==> src/rtl/fat_pkg.sv <==
package fat_pkg;
    typedef enum logic [1:0] {
        ST_IDLE  = 2'd0,
        ST_GRANT = 2'd1,
        ST_SCAN  = 2'd2
    } fat_state_e;
endpackage

==> src/rtl/fat_lowest_free.sv <==
module fat_lowest_free #(
    parameter int NUM_FRAMES = 16,
    localparam int FRAME_W = (NUM_FRAMES > 1) ? $clog2(NUM_FRAMES) : 1
) (
    input  logic [NUM_FRAMES-1:0] free_vec,
    output logic                  any_free,
    output logic [FRAME_W-1:0]    low_idx
);
    logic [NUM_FRAMES:0]   seen;
    logic [NUM_FRAMES-1:0] pick;

    assign seen[0] = 1'b0;

    for (genvar i = 0; i < NUM_FRAMES; i++) begin : g_chain
        assign pick[i]   = free_vec[i] & ~seen[i];
        assign seen[i+1] = seen[i] | free_vec[i];
    end

    assign any_free = seen[NUM_FRAMES];

    always_comb begin
        low_idx = '0;
        for (int k = 0; k < NUM_FRAMES; k++) begin
            if (pick[k]) low_idx = low_idx | FRAME_W'(k);
        end
    end

    always_comb begin
        a_r4_single_pick: assert ($onehot0(pick));
    end
endmodule

==> src/rtl/fat_entry_store.sv <==
module fat_entry_store #(
    parameter int NUM_FRAMES = 16,
    parameter int PID_W      = 4,
    localparam int FRAME_W = (NUM_FRAMES > 1) ? $clog2(NUM_FRAMES) : 1
) (
    input  logic                  clk,
    input  logic                  rst_n,
    input  logic                  set_en,
    input  logic [FRAME_W-1:0]    set_idx,
    input  logic [PID_W-1:0]      set_pid,
    input  logic [FRAME_W-1:0]    set_page,
    input  logic                  clr_en,
    input  logic [FRAME_W-1:0]    clr_idx,
    input  logic [FRAME_W-1:0]    rd_idx,
    output logic                  rd_used,
    output logic [PID_W-1:0]      rd_pid,
    output logic [NUM_FRAMES-1:0] free_vec
);
    logic [NUM_FRAMES-1:0] used_q;
    logic [PID_W-1:0]      pid_q  [NUM_FRAMES];
    logic [FRAME_W-1:0]    page_q [NUM_FRAMES];

    for (genvar i = 0; i < NUM_FRAMES; i++) begin : g_entry
        always_ff @(posedge clk) begin
            if (!rst_n) begin
                used_q[i] <= 1'b0;
                pid_q[i]  <= '0;
                page_q[i] <= '0;
            end else if (set_en && set_idx == FRAME_W'(i)) begin
                used_q[i] <= 1'b1;
                pid_q[i]  <= set_pid;
                page_q[i] <= set_page;
            end else if (clr_en && clr_idx == FRAME_W'(i)) begin
                used_q[i] <= 1'b0;
            end
        end
    end

    assign free_vec = ~used_q;

    always_comb begin
        rd_used = 1'b0;
        rd_pid  = '0;
        for (int k = 0; k < NUM_FRAMES; k++) begin
            if (rd_idx == FRAME_W'(k)) begin
                rd_used = used_q[k];
                rd_pid  = pid_q[k];
            end
        end
    end

    a_r4_set_only_free: assert property (@(posedge clk) disable iff (!rst_n)
        set_en |-> free_vec[set_idx]);
    a_r6_clear_only_used: assert property (@(posedge clk) disable iff (!rst_n)
        clr_en |-> !free_vec[clr_idx]);
    a_r7_no_set_and_clear: assert property (@(posedge clk) disable iff (!rst_n)
        !(set_en && clr_en));
endmodule

==> src/rtl/fat_ctrl.sv <==
module fat_ctrl
    import fat_pkg::*;
#(
    parameter int NUM_FRAMES = 16,
    parameter int PID_W      = 4,
    localparam int FRAME_W = (NUM_FRAMES > 1) ? $clog2(NUM_FRAMES) : 1,
    localparam int CNT_W   = $clog2(NUM_FRAMES + 1)
) (
    input  logic               clk,
    input  logic               rst_n,
    input  logic               alloc_req,
    input  logic [PID_W-1:0]   alloc_pid,
    input  logic [CNT_W-1:0]   alloc_npages,
    input  logic               rel_req,
    input  logic [PID_W-1:0]   rel_pid,
    input  logic               any_free,
    input  logic [FRAME_W-1:0] low_idx,
    input  logic               rd_used,
    input  logic [PID_W-1:0]   rd_pid,
    output logic               set_en,
    output logic [PID_W-1:0]   set_pid,
    output logic [FRAME_W-1:0] set_page,
    output logic               clr_en,
    output logic [FRAME_W-1:0] scan_idx,
    output logic               busy,
    output logic               alloc_fail,
    output logic               alloc_done,
    output logic               grant_valid,
    output logic [FRAME_W-1:0] grant_frame,
    output logic [FRAME_W-1:0] grant_page,
    output logic               rel_done,
    output logic [CNT_W-1:0]   free_count
);
    localparam logic [FRAME_W-1:0] LAST_IDX = FRAME_W'(NUM_FRAMES - 1);
    localparam logic [CNT_W-1:0]   FULL_CNT = CNT_W'(NUM_FRAMES);

    fat_state_e         state_q, state_d;
    logic [CNT_W-1:0]   remain_q;
    logic [FRAME_W-1:0] page_q;
    logic [PID_W-1:0]   pid_q;
    logic               take_rel, take_alloc, fits, zero_req, last_page, last_rec;

    assign take_rel   = (state_q == ST_IDLE) && rel_req;
    assign take_alloc = (state_q == ST_IDLE) && alloc_req && !rel_req;
    assign fits       = alloc_npages <= free_count;
    assign zero_req   = alloc_npages == '0;
    assign last_page  = remain_q == CNT_W'(1);
    assign last_rec   = scan_idx == LAST_IDX;

    assign set_en   = (state_q == ST_GRANT);
    assign set_pid  = pid_q;
    assign set_page = page_q;
    assign clr_en   = (state_q == ST_SCAN) && rd_used && (rd_pid == pid_q);
    assign busy     = (state_q != ST_IDLE);

    always_comb begin
        state_d = state_q;
        unique case (state_q)
            ST_IDLE: begin
                if (take_rel)
                    state_d = ST_SCAN;
                else if (take_alloc && fits && !zero_req)
                    state_d = ST_GRANT;
            end
            ST_GRANT: if (last_page) state_d = ST_IDLE;
            ST_SCAN:  if (last_rec)  state_d = ST_IDLE;
            default:  state_d = ST_IDLE;
        endcase
    end

    always_ff @(posedge clk) begin
        if (!rst_n) state_q <= ST_IDLE;
        else        state_q <= state_d;
    end

    always_ff @(posedge clk) begin
        if (!rst_n) begin
            remain_q    <= '0;
            page_q      <= '0;
            pid_q       <= '0;
            scan_idx    <= '0;
            free_count  <= FULL_CNT;
            alloc_fail  <= 1'b0;
            alloc_done  <= 1'b0;
            grant_valid <= 1'b0;
            grant_frame <= '0;
            grant_page  <= '0;
            rel_done    <= 1'b0;
        end else begin
            alloc_fail  <= take_alloc && !fits;
            alloc_done  <= (set_en && last_page) || (take_alloc && fits && zero_req);
            grant_valid <= set_en;
            rel_done    <= (state_q == ST_SCAN) && last_rec;
            if (set_en) begin
                grant_frame <= low_idx;
                grant_page  <= page_q;
            end
            if (set_en)      free_count <= free_count - CNT_W'(1);
            else if (clr_en) free_count <= free_count + CNT_W'(1);
            unique case (state_q)
                ST_IDLE: begin
                    page_q   <= '0;
                    scan_idx <= '0;
                    if (take_rel)        pid_q <= rel_pid;
                    else if (take_alloc) pid_q <= alloc_pid;
                    remain_q <= alloc_npages;
                end
                ST_GRANT: begin
                    remain_q <= remain_q - CNT_W'(1);
                    page_q   <= page_q + FRAME_W'(1);
                end
                ST_SCAN: begin
                    scan_idx <= scan_idx + FRAME_W'(1);
                end
                default: ;
            endcase
        end
    end

    a_r5_count_bounded: assert property (@(posedge clk) disable iff (!rst_n)
        free_count <= FULL_CNT);
    a_r5_grant_lowers_count: assert property (@(posedge clk) disable iff (!rst_n)
        grant_valid |-> free_count == $past(free_count) - CNT_W'(1));
    a_r4_grant_has_free: assert property (@(posedge clk) disable iff (!rst_n)
        set_en |-> any_free);
    a_r3_page_ascends: assert property (@(posedge clk) disable iff (!rst_n)
        (grant_valid && $past(grant_valid)) |-> grant_page == $past(grant_page) + FRAME_W'(1));
    a_r2_fail_idle: assert property (@(posedge clk) disable iff (!rst_n)
        alloc_fail |-> (!busy && !grant_valid));
    a_r6_done_after_scan: assert property (@(posedge clk) disable iff (!rst_n)
        rel_done |-> $past(state_q) == ST_SCAN);
    a_r7_pid_held: assert property (@(posedge clk) disable iff (!rst_n)
        (busy && $past(busy)) |-> $stable(pid_q));
endmodule

==> src/rtl/frame_alloc_table.sv <==
module frame_alloc_table #(
    parameter int NUM_FRAMES = 16,
    parameter int PID_W      = 4,
    localparam int FRAME_W = (NUM_FRAMES > 1) ? $clog2(NUM_FRAMES) : 1,
    localparam int CNT_W   = $clog2(NUM_FRAMES + 1)
) (
    input  logic               clk,
    input  logic               rst_n,
    input  logic               alloc_req,
    input  logic [PID_W-1:0]   alloc_pid,
    input  logic [CNT_W-1:0]   alloc_npages,
    input  logic               rel_req,
    input  logic [PID_W-1:0]   rel_pid,
    output logic               busy,
    output logic               alloc_fail,
    output logic               alloc_done,
    output logic               grant_valid,
    output logic [FRAME_W-1:0] grant_frame,
    output logic [FRAME_W-1:0] grant_page,
    output logic               rel_done,
    output logic [CNT_W-1:0]   free_count
);
    logic [NUM_FRAMES-1:0] free_vec;
    logic                  any_free;
    logic [FRAME_W-1:0]    low_idx;
    logic                  set_en, clr_en, rd_used;
    logic [PID_W-1:0]      set_pid, rd_pid;
    logic [FRAME_W-1:0]    set_page, scan_idx;

    fat_lowest_free #(.NUM_FRAMES(NUM_FRAMES)) u_pick (
        .free_vec (free_vec),
        .any_free (any_free),
        .low_idx  (low_idx)
    );

    fat_entry_store #(.NUM_FRAMES(NUM_FRAMES), .PID_W(PID_W)) u_store (
        .clk      (clk),
        .rst_n    (rst_n),
        .set_en   (set_en),
        .set_idx  (low_idx),
        .set_pid  (set_pid),
        .set_page (set_page),
        .clr_en   (clr_en),
        .clr_idx  (scan_idx),
        .rd_idx   (scan_idx),
        .rd_used  (rd_used),
        .rd_pid   (rd_pid),
        .free_vec (free_vec)
    );

    fat_ctrl #(.NUM_FRAMES(NUM_FRAMES), .PID_W(PID_W)) u_ctrl (
        .clk          (clk),
        .rst_n        (rst_n),
        .alloc_req    (alloc_req),
        .alloc_pid    (alloc_pid),
        .alloc_npages (alloc_npages),
        .rel_req      (rel_req),
        .rel_pid      (rel_pid),
        .any_free     (any_free),
        .low_idx      (low_idx),
        .rd_used      (rd_used),
        .rd_pid       (rd_pid),
        .set_en       (set_en),
        .set_pid      (set_pid),
        .set_page     (set_page),
        .clr_en       (clr_en),
        .scan_idx     (scan_idx),
        .busy         (busy),
        .alloc_fail   (alloc_fail),
        .alloc_done   (alloc_done),
        .grant_valid  (grant_valid),
        .grant_frame  (grant_frame),
        .grant_page   (grant_page),
        .rel_done     (rel_done),
        .free_count   (free_count)
    );
endmodule

==> config.mk <==
export PLATFORM = sky130hd
export DESIGN_NAME = frame_alloc_table
export DESIGN_NICKNAME = d
export VERILOG_FILES = /design/src/rtl/fat_pkg.sv /design/src/rtl/fat_lowest_free.sv /design/src/rtl/fat_entry_store.sv /design/src/rtl/fat_ctrl.sv /design/src/rtl/frame_alloc_table.sv
export SDC_FILE = /design/constraint.sdc
export NUM_CORES = 1
export LEC_CHECK = 0
export BUFFER_PORTS_ARGS = -buffer_cell sky130_fd_sc_hd__buf_2
export CORE_MARGIN = 3
export CORE_UTILIZATION = 38
export DETAILED_ROUTE_END_ITERATION = 16
export SYNTH_ARGS = -nofsm -noshare
export SYNTH_HDL_FRONTEND = slang
export SYNTH_HIERARCHICAL = 1
export SYNTH_SLANG_ARGS = --single-unit
==> constraint.sdc <==
create_clock -name clk -period 4.7 [get_ports clk]
set_input_delay 0.705 -clock clk [delete_from_list [all_inputs] [get_ports clk]]
set_output_delay 0.705 -clock clk [all_outputs]
set_load 0.05 [all_outputs]
Yosys cells after proc, flatten, opt, wreduce, memory -nomap -nowiden
Memories as Yosys holds them, arrays and structs flattened.
Index checks and enable logic that the tools add are counted.
Operators by class
  add/subtract/negate cells: 5
  magnitude comparators: 1
  equality and inequality tests: 37
  muxes and demuxes: 156
  bitwise logic cells: 61
  reductions and logical operators: 74
Operators with widths (number)
  $mux W4: 42
  $mux W1: 98
  $eq A4 B4 Y1 const B: 16
  $logic_and A1 B1 Y1: 43
  $reduce_bool A2 Y1: 21
  $eq A4 B3 Y1 const B: 8
  $or A1 B1 Y1: 30
  $eq A4 B2 Y1 const B: 4
  $not A16 Y16: 1
  $pmux W4 S2: 2
  $and A1 B1 Y1: 15
  $not A1 Y1: 15
  $mux W2: 6
  $mux W3: 4
  $mux W5: 2
  $pmux W5 S2: 1
  $sub A5 B1 Y5 const B: 2
  $add A4 B1 Y4 const B: 2
  $eq A4 B1 Y1 const B: 2
  $logic_not A4 Y1: 2
  $pmux W2 S3: 1
  $add A5 B1 Y5 const B: 1
  $eq A5 B1 Y1 const B: 1
  $le A5 B5 Y1: 1
  12 further kinds: 14
Word-level totals
  flip-flop bits (word level): 52
  bits in writable memories: 64
  input port bits: 17
  output and inout bits: 18
  logic and storage cells: 363
  memories kept: 1
Memory list
  u_store.pid_q: words 16, bits a word 4, rd ports 16, clocked after Yosys merged registers in 0, write ports 16, line fat_entry_store.sv:20  | logic [PID_W-1:0] pid_q [NUM_FRAMES];

Depth between registers and ports, before layout
  depth after elaboration: 24
  depth in mapped cells: 15

Cells and area by module
Netlist, hierarchy kept.
By module, submodules not included
  fat_entry_store: instances 1, cells each 401, area an instance 4317.9 um2, sequential area each 2242.2 um2
  fat_ctrl: instances 1, cells each 213, area an instance 1810.5 um2, sequential area each 720.7 um2
  fat_lowest_free: instances 1, cells each 33, area an instance 224.0 um2, sequential area each 0.0 um2

Worst setup path before layout
Ideal clock, no wire load.
  kind: reg2reg
  start: reg u_ctrl.scan_idx[0]
  end: reg u_store.used_q[3]
  setup time: 0.116 ns
  arrival: 2.611 ns
  data required time: 4.584 ns
  setup slack: 1.973 ns
  stages on the path, launching flop included: 13
  buffers on the path: 2
  path through: dfxtp_1 > buf_6 > buf_2 > mux2_2 > a22o_1 > a32o_1 > xnor2_1 > nand3_1 > nor2_4 > nand2_1 > nor3_1 > nand2_1 > a31o_2
On the way
  cells in the longest elaborated chain, start to end: 21
Ends and longest elaborated chain
  from (decl): line fat_ctrl.sv:24  | output logic [FRAME_W-1:0] scan_idx,
  from (signal assigned): line fat_ctrl.sv:113  | scan_idx <= scan_idx + FRAME_W'(1);
  $logic_not A4 Y1: line fat_entry_store.sv:45  | if (rd_idx == FRAME_W'(k)) begin
  $mux W4 (15 in a row): line fat_entry_store.sv:45
  $mux W4 (*): line fat_entry_store.sv:45
  via rd_pid[3]: line frame_alloc_table.sv:27  | logic [PID_W-1:0] set_pid, rd_pid;
  $eq A4 B4 Y1 (*): line fat_ctrl.sv:53  | assign clr_en = (state_q == ST_SCAN) && rd_used && (rd_pid == pid_q);
  $logic_and A1 B1 Y1 (*): line fat_ctrl.sv:53
  via clr_en: line frame_alloc_table.sv:26  | logic set_en, clr_en, rd_used;
  $logic_and A1 B1 Y1 (*): line fat_entry_store.sv:33  | end else if (clr_en && clr_idx == FRAME_W'(i)) begin
  $reduce_bool A2 Y1 (no source line) (*)
  to (signal, indexed assignment): line fat_entry_store.sv:26  | used_q[i] <= 1'b0;
  to (signal, indexed assignment): line fat_entry_store.sv:30  | used_q[i] <= 1'b1;
  to (signal, indexed assignment): line fat_entry_store.sv:34  | used_q[i] <= 1'b0;
  to (decl): line fat_entry_store.sv:19  | logic [NUM_FRAMES-1:0] used_q;
Mark *: on every way through the listed nets, which the timed path passes. The rest lies on a longest branch.
A chain may end at the register's enable or synchronous reset.

Worst setup path after layout
  start: reg u_ctrl.scan_idx[2]
  end: reg u_store.used_q[2]
Same word-level chain as after synthesis.

==> impl_metrics.tcl <==
set metrics [dict create \
    min_period_ns 3.45 \
    syn_inst 646 \
    post-route-period-util_pct 73.4 \
    placeableCoreArea_um2 16100 \
    rows 46 \
    grt_pass1_vias 4820 \
    antenna_found_initial 0 \
    relSlewSlack_pct 44.1 \
    dieWidth_um 135 \
    fillers 1529 \
    crit_fanout 25 \
    switching_share_pct 24.0 \
    drtPass1Iterations 5 \
    critical-path-max-stage-delay_ns 0.69 \
    worstSetupPathType "flop to flop" \
    tns_ns 0 \
    fp.dieH_um 135 \
    syn_nets 676 \
    hold_viol 0 \
    ctsHoldBuffers 0 \
    ir_drop_mv 0.257 \
    rsz0062_at_grt "no" \
    area_growth_pct 13.9 \
    syn_area_per_cell_um2 9.83 \
    drt_iter0_markers 440 \
    cp.arrival_ns 3.75 \
    wire_per_inst_um 17.7 \
    min_path_type "flop to flop" \
    tritoncts "built" \
    status "completed" \
    num_antenna_cells 0 \
    dp_hpwl_um 10900 \
    post-route-util_pct 44.9 \
    io_buffers 34 \
    pin_count 35 \
    final-setup-viol-count 0 \
    post_cts_buffers 0 \
    seqPwrFrac_pct 43.9 \
    slew_viol_final 0 \
    maxCapViolCount 0 \
    gr-total-overflow 0 \
    leakagePower_nw 2.68 \
    clockPowerShare_pct 48.8 \
    critical_path.top_delay_family "compound AO/OA/AOI/OAI gates" \
    finalNetCount 697 \
    end_kind "flop" \
    ant_nets 0 \
    finClkSkew_ns 0.00987 \
    htreeDepth 4 \
    cts_buffers 17 \
    syn_area_um2 6350 \
    clock_sinks 116 \
    critPathBufInv 1 \
    crit_path_frequent_cell "nand2b_1" \
    cts-resized-gates 0 \
    via_per_inst 5.52 \
    die_area_um2 18300 \
    post-place-ws_ns 1.27 \
    clock_latency_ns 0.42 \
    p_per_area_nw_per_um2 368 \
    yosysWarnings 6 \
    power.net_switching_mw 0.640 \
    root_buffer "clkbuf_16" \
    worstPathCellList "buf_4 > nand2b_1 > o32ai_1 > a211o_1 > o211ai_1 > a32o_1 > xnor2_1 > nand3_1 > nor2_4 > nand2b_1 > nor3_1 > nand2_1 > a31o_2" \
    p_comb_share_pct 7.4 \
    clockBufferDepth 2 \
    cts.reportedPaths.clkPinSlew_ns 0.05 \
    intPower_mw 2.02 \
    wl_um 15900 \
    start_util_pct 39.4 \
    vias 4946 \
    drive_gt1_share_pct 15.4 \
    grt_pass1_wl_um 25600 \
    grtUsageTotal_pct 18.0 \
    layout_common_cells "and2_1 (64), edfxtp_1 (64), nor2_1 (55)" \
    tightest_slew_ns 0.838 \
    gp_congestion 0.889 \
    grt_max_degree 50 \
    worst_setup_path_start_kind "flop" \
    slowest_stage "dfxtp_1" \
    fmax_ghz 0.290 \
    layout_setup_ws_ns 1.25 \
    worstPathRequired_ns 5.00 \
    route.detailed.drc 0 \
]
[sequential cells by signal, indices dropped and copies added, names as in the netlist]
signal,count
u_ctrl/alloc_done,1
u_ctrl/free_count,5
u_ctrl/grant_frame,4
u_ctrl/state_q,2
u_ctrl/scan_idx,4
u_ctrl/set_page,4
u_ctrl/alloc_fail,1
u_store/pid_q,64
u_ctrl/remain_q,5
u_ctrl/grant_valid,1
u_store/used_q,16
u_ctrl/rel_done,1
u_ctrl/set_pid,4
u_ctrl/grant_page,4
[area by class of cell]
type	count	area, µm²	share of cell area (%)
multi-input combinational	456	3030	42.0
sequential	116	2970	41.0
clock buffer	23	520	7.20
tap	216	270	3.74
timing repair buffer	40	215	2.98
inverter	36	135	1.87
clock inverter	9	87.6	1.21
[power by group through the flow]
stage | clock [mW] | sequential [mW] | combinational, mW
floorplan | 0 | 1.15 | 0.166
global placement | 0 | 1.19 | 0.190
detailed placement | 0 | 1.19 | 0.194
CTS | 1.32 | 1.17 | 0.195
global route | 1.37 | 1.17 | 0.216
finish | 1.30 | 1.17 | 0.196
[metrics by stage]
| step | total power [mW] | hold WS [ns] | cells | instance area [µm²] |
|---|---|---|---|---|
| 3_5_place_dp | 1.38 | 0.443 | 864 | 6620 |
| 2_1_floorplan | 1.32 | 0.444 | 646 | 6350 |
| 5_1_grt | 2.76 | 0.468 | 896 | 7230 |
| 6_report | 2.66 | 0.448 | 896 | 7230 |
| 3_3_place_gp | 1.38 | 0.441 | 864 | 6620 |
| 4_1_cts | 2.68 | 0.451 | 896 | 7230 |
[final timing paths]
check / start / endpoint / slack (ns) / cells past startpoint
max reg2reg: u_ctrl/scan_idx[2]$_SDFFE_PN0P_ / u_store/used_q[2]$_SDFFE_PN0P_ / 1.25 / 13
min reg2reg: u_ctrl/grant_page[3]$_SDFFE_PN0P_ / u_ctrl/grant_page[3]$_SDFFE_PN0P_ / 0.45 / 2
min: u_ctrl/grant_page[3]$_SDFFE_PN0P_ / u_ctrl/grant_page[3]$_SDFFE_PN0P_ / 0.45 / 2
max: u_ctrl/scan_idx[2]$_SDFFE_PN0P_ / u_store/used_q[2]$_SDFFE_PN0P_ / 1.25 / 13
[tightest hold or removal path, stage by stage (launching register included)]
cell     delay (ns)
dfxtp_1        0.30
nand2_1        0.05
a21oi_1        0.05
[layer usage]
metal,up-vias,track usage (%),share of wire (%)
met2,158,29.0,47
met3,22,4.35,6.1
li1,2360,-,-
met5,-,0,0
met4,0,6.66,1.9
met1,2406,23.7,45
(Power assumes the default switching activity.)
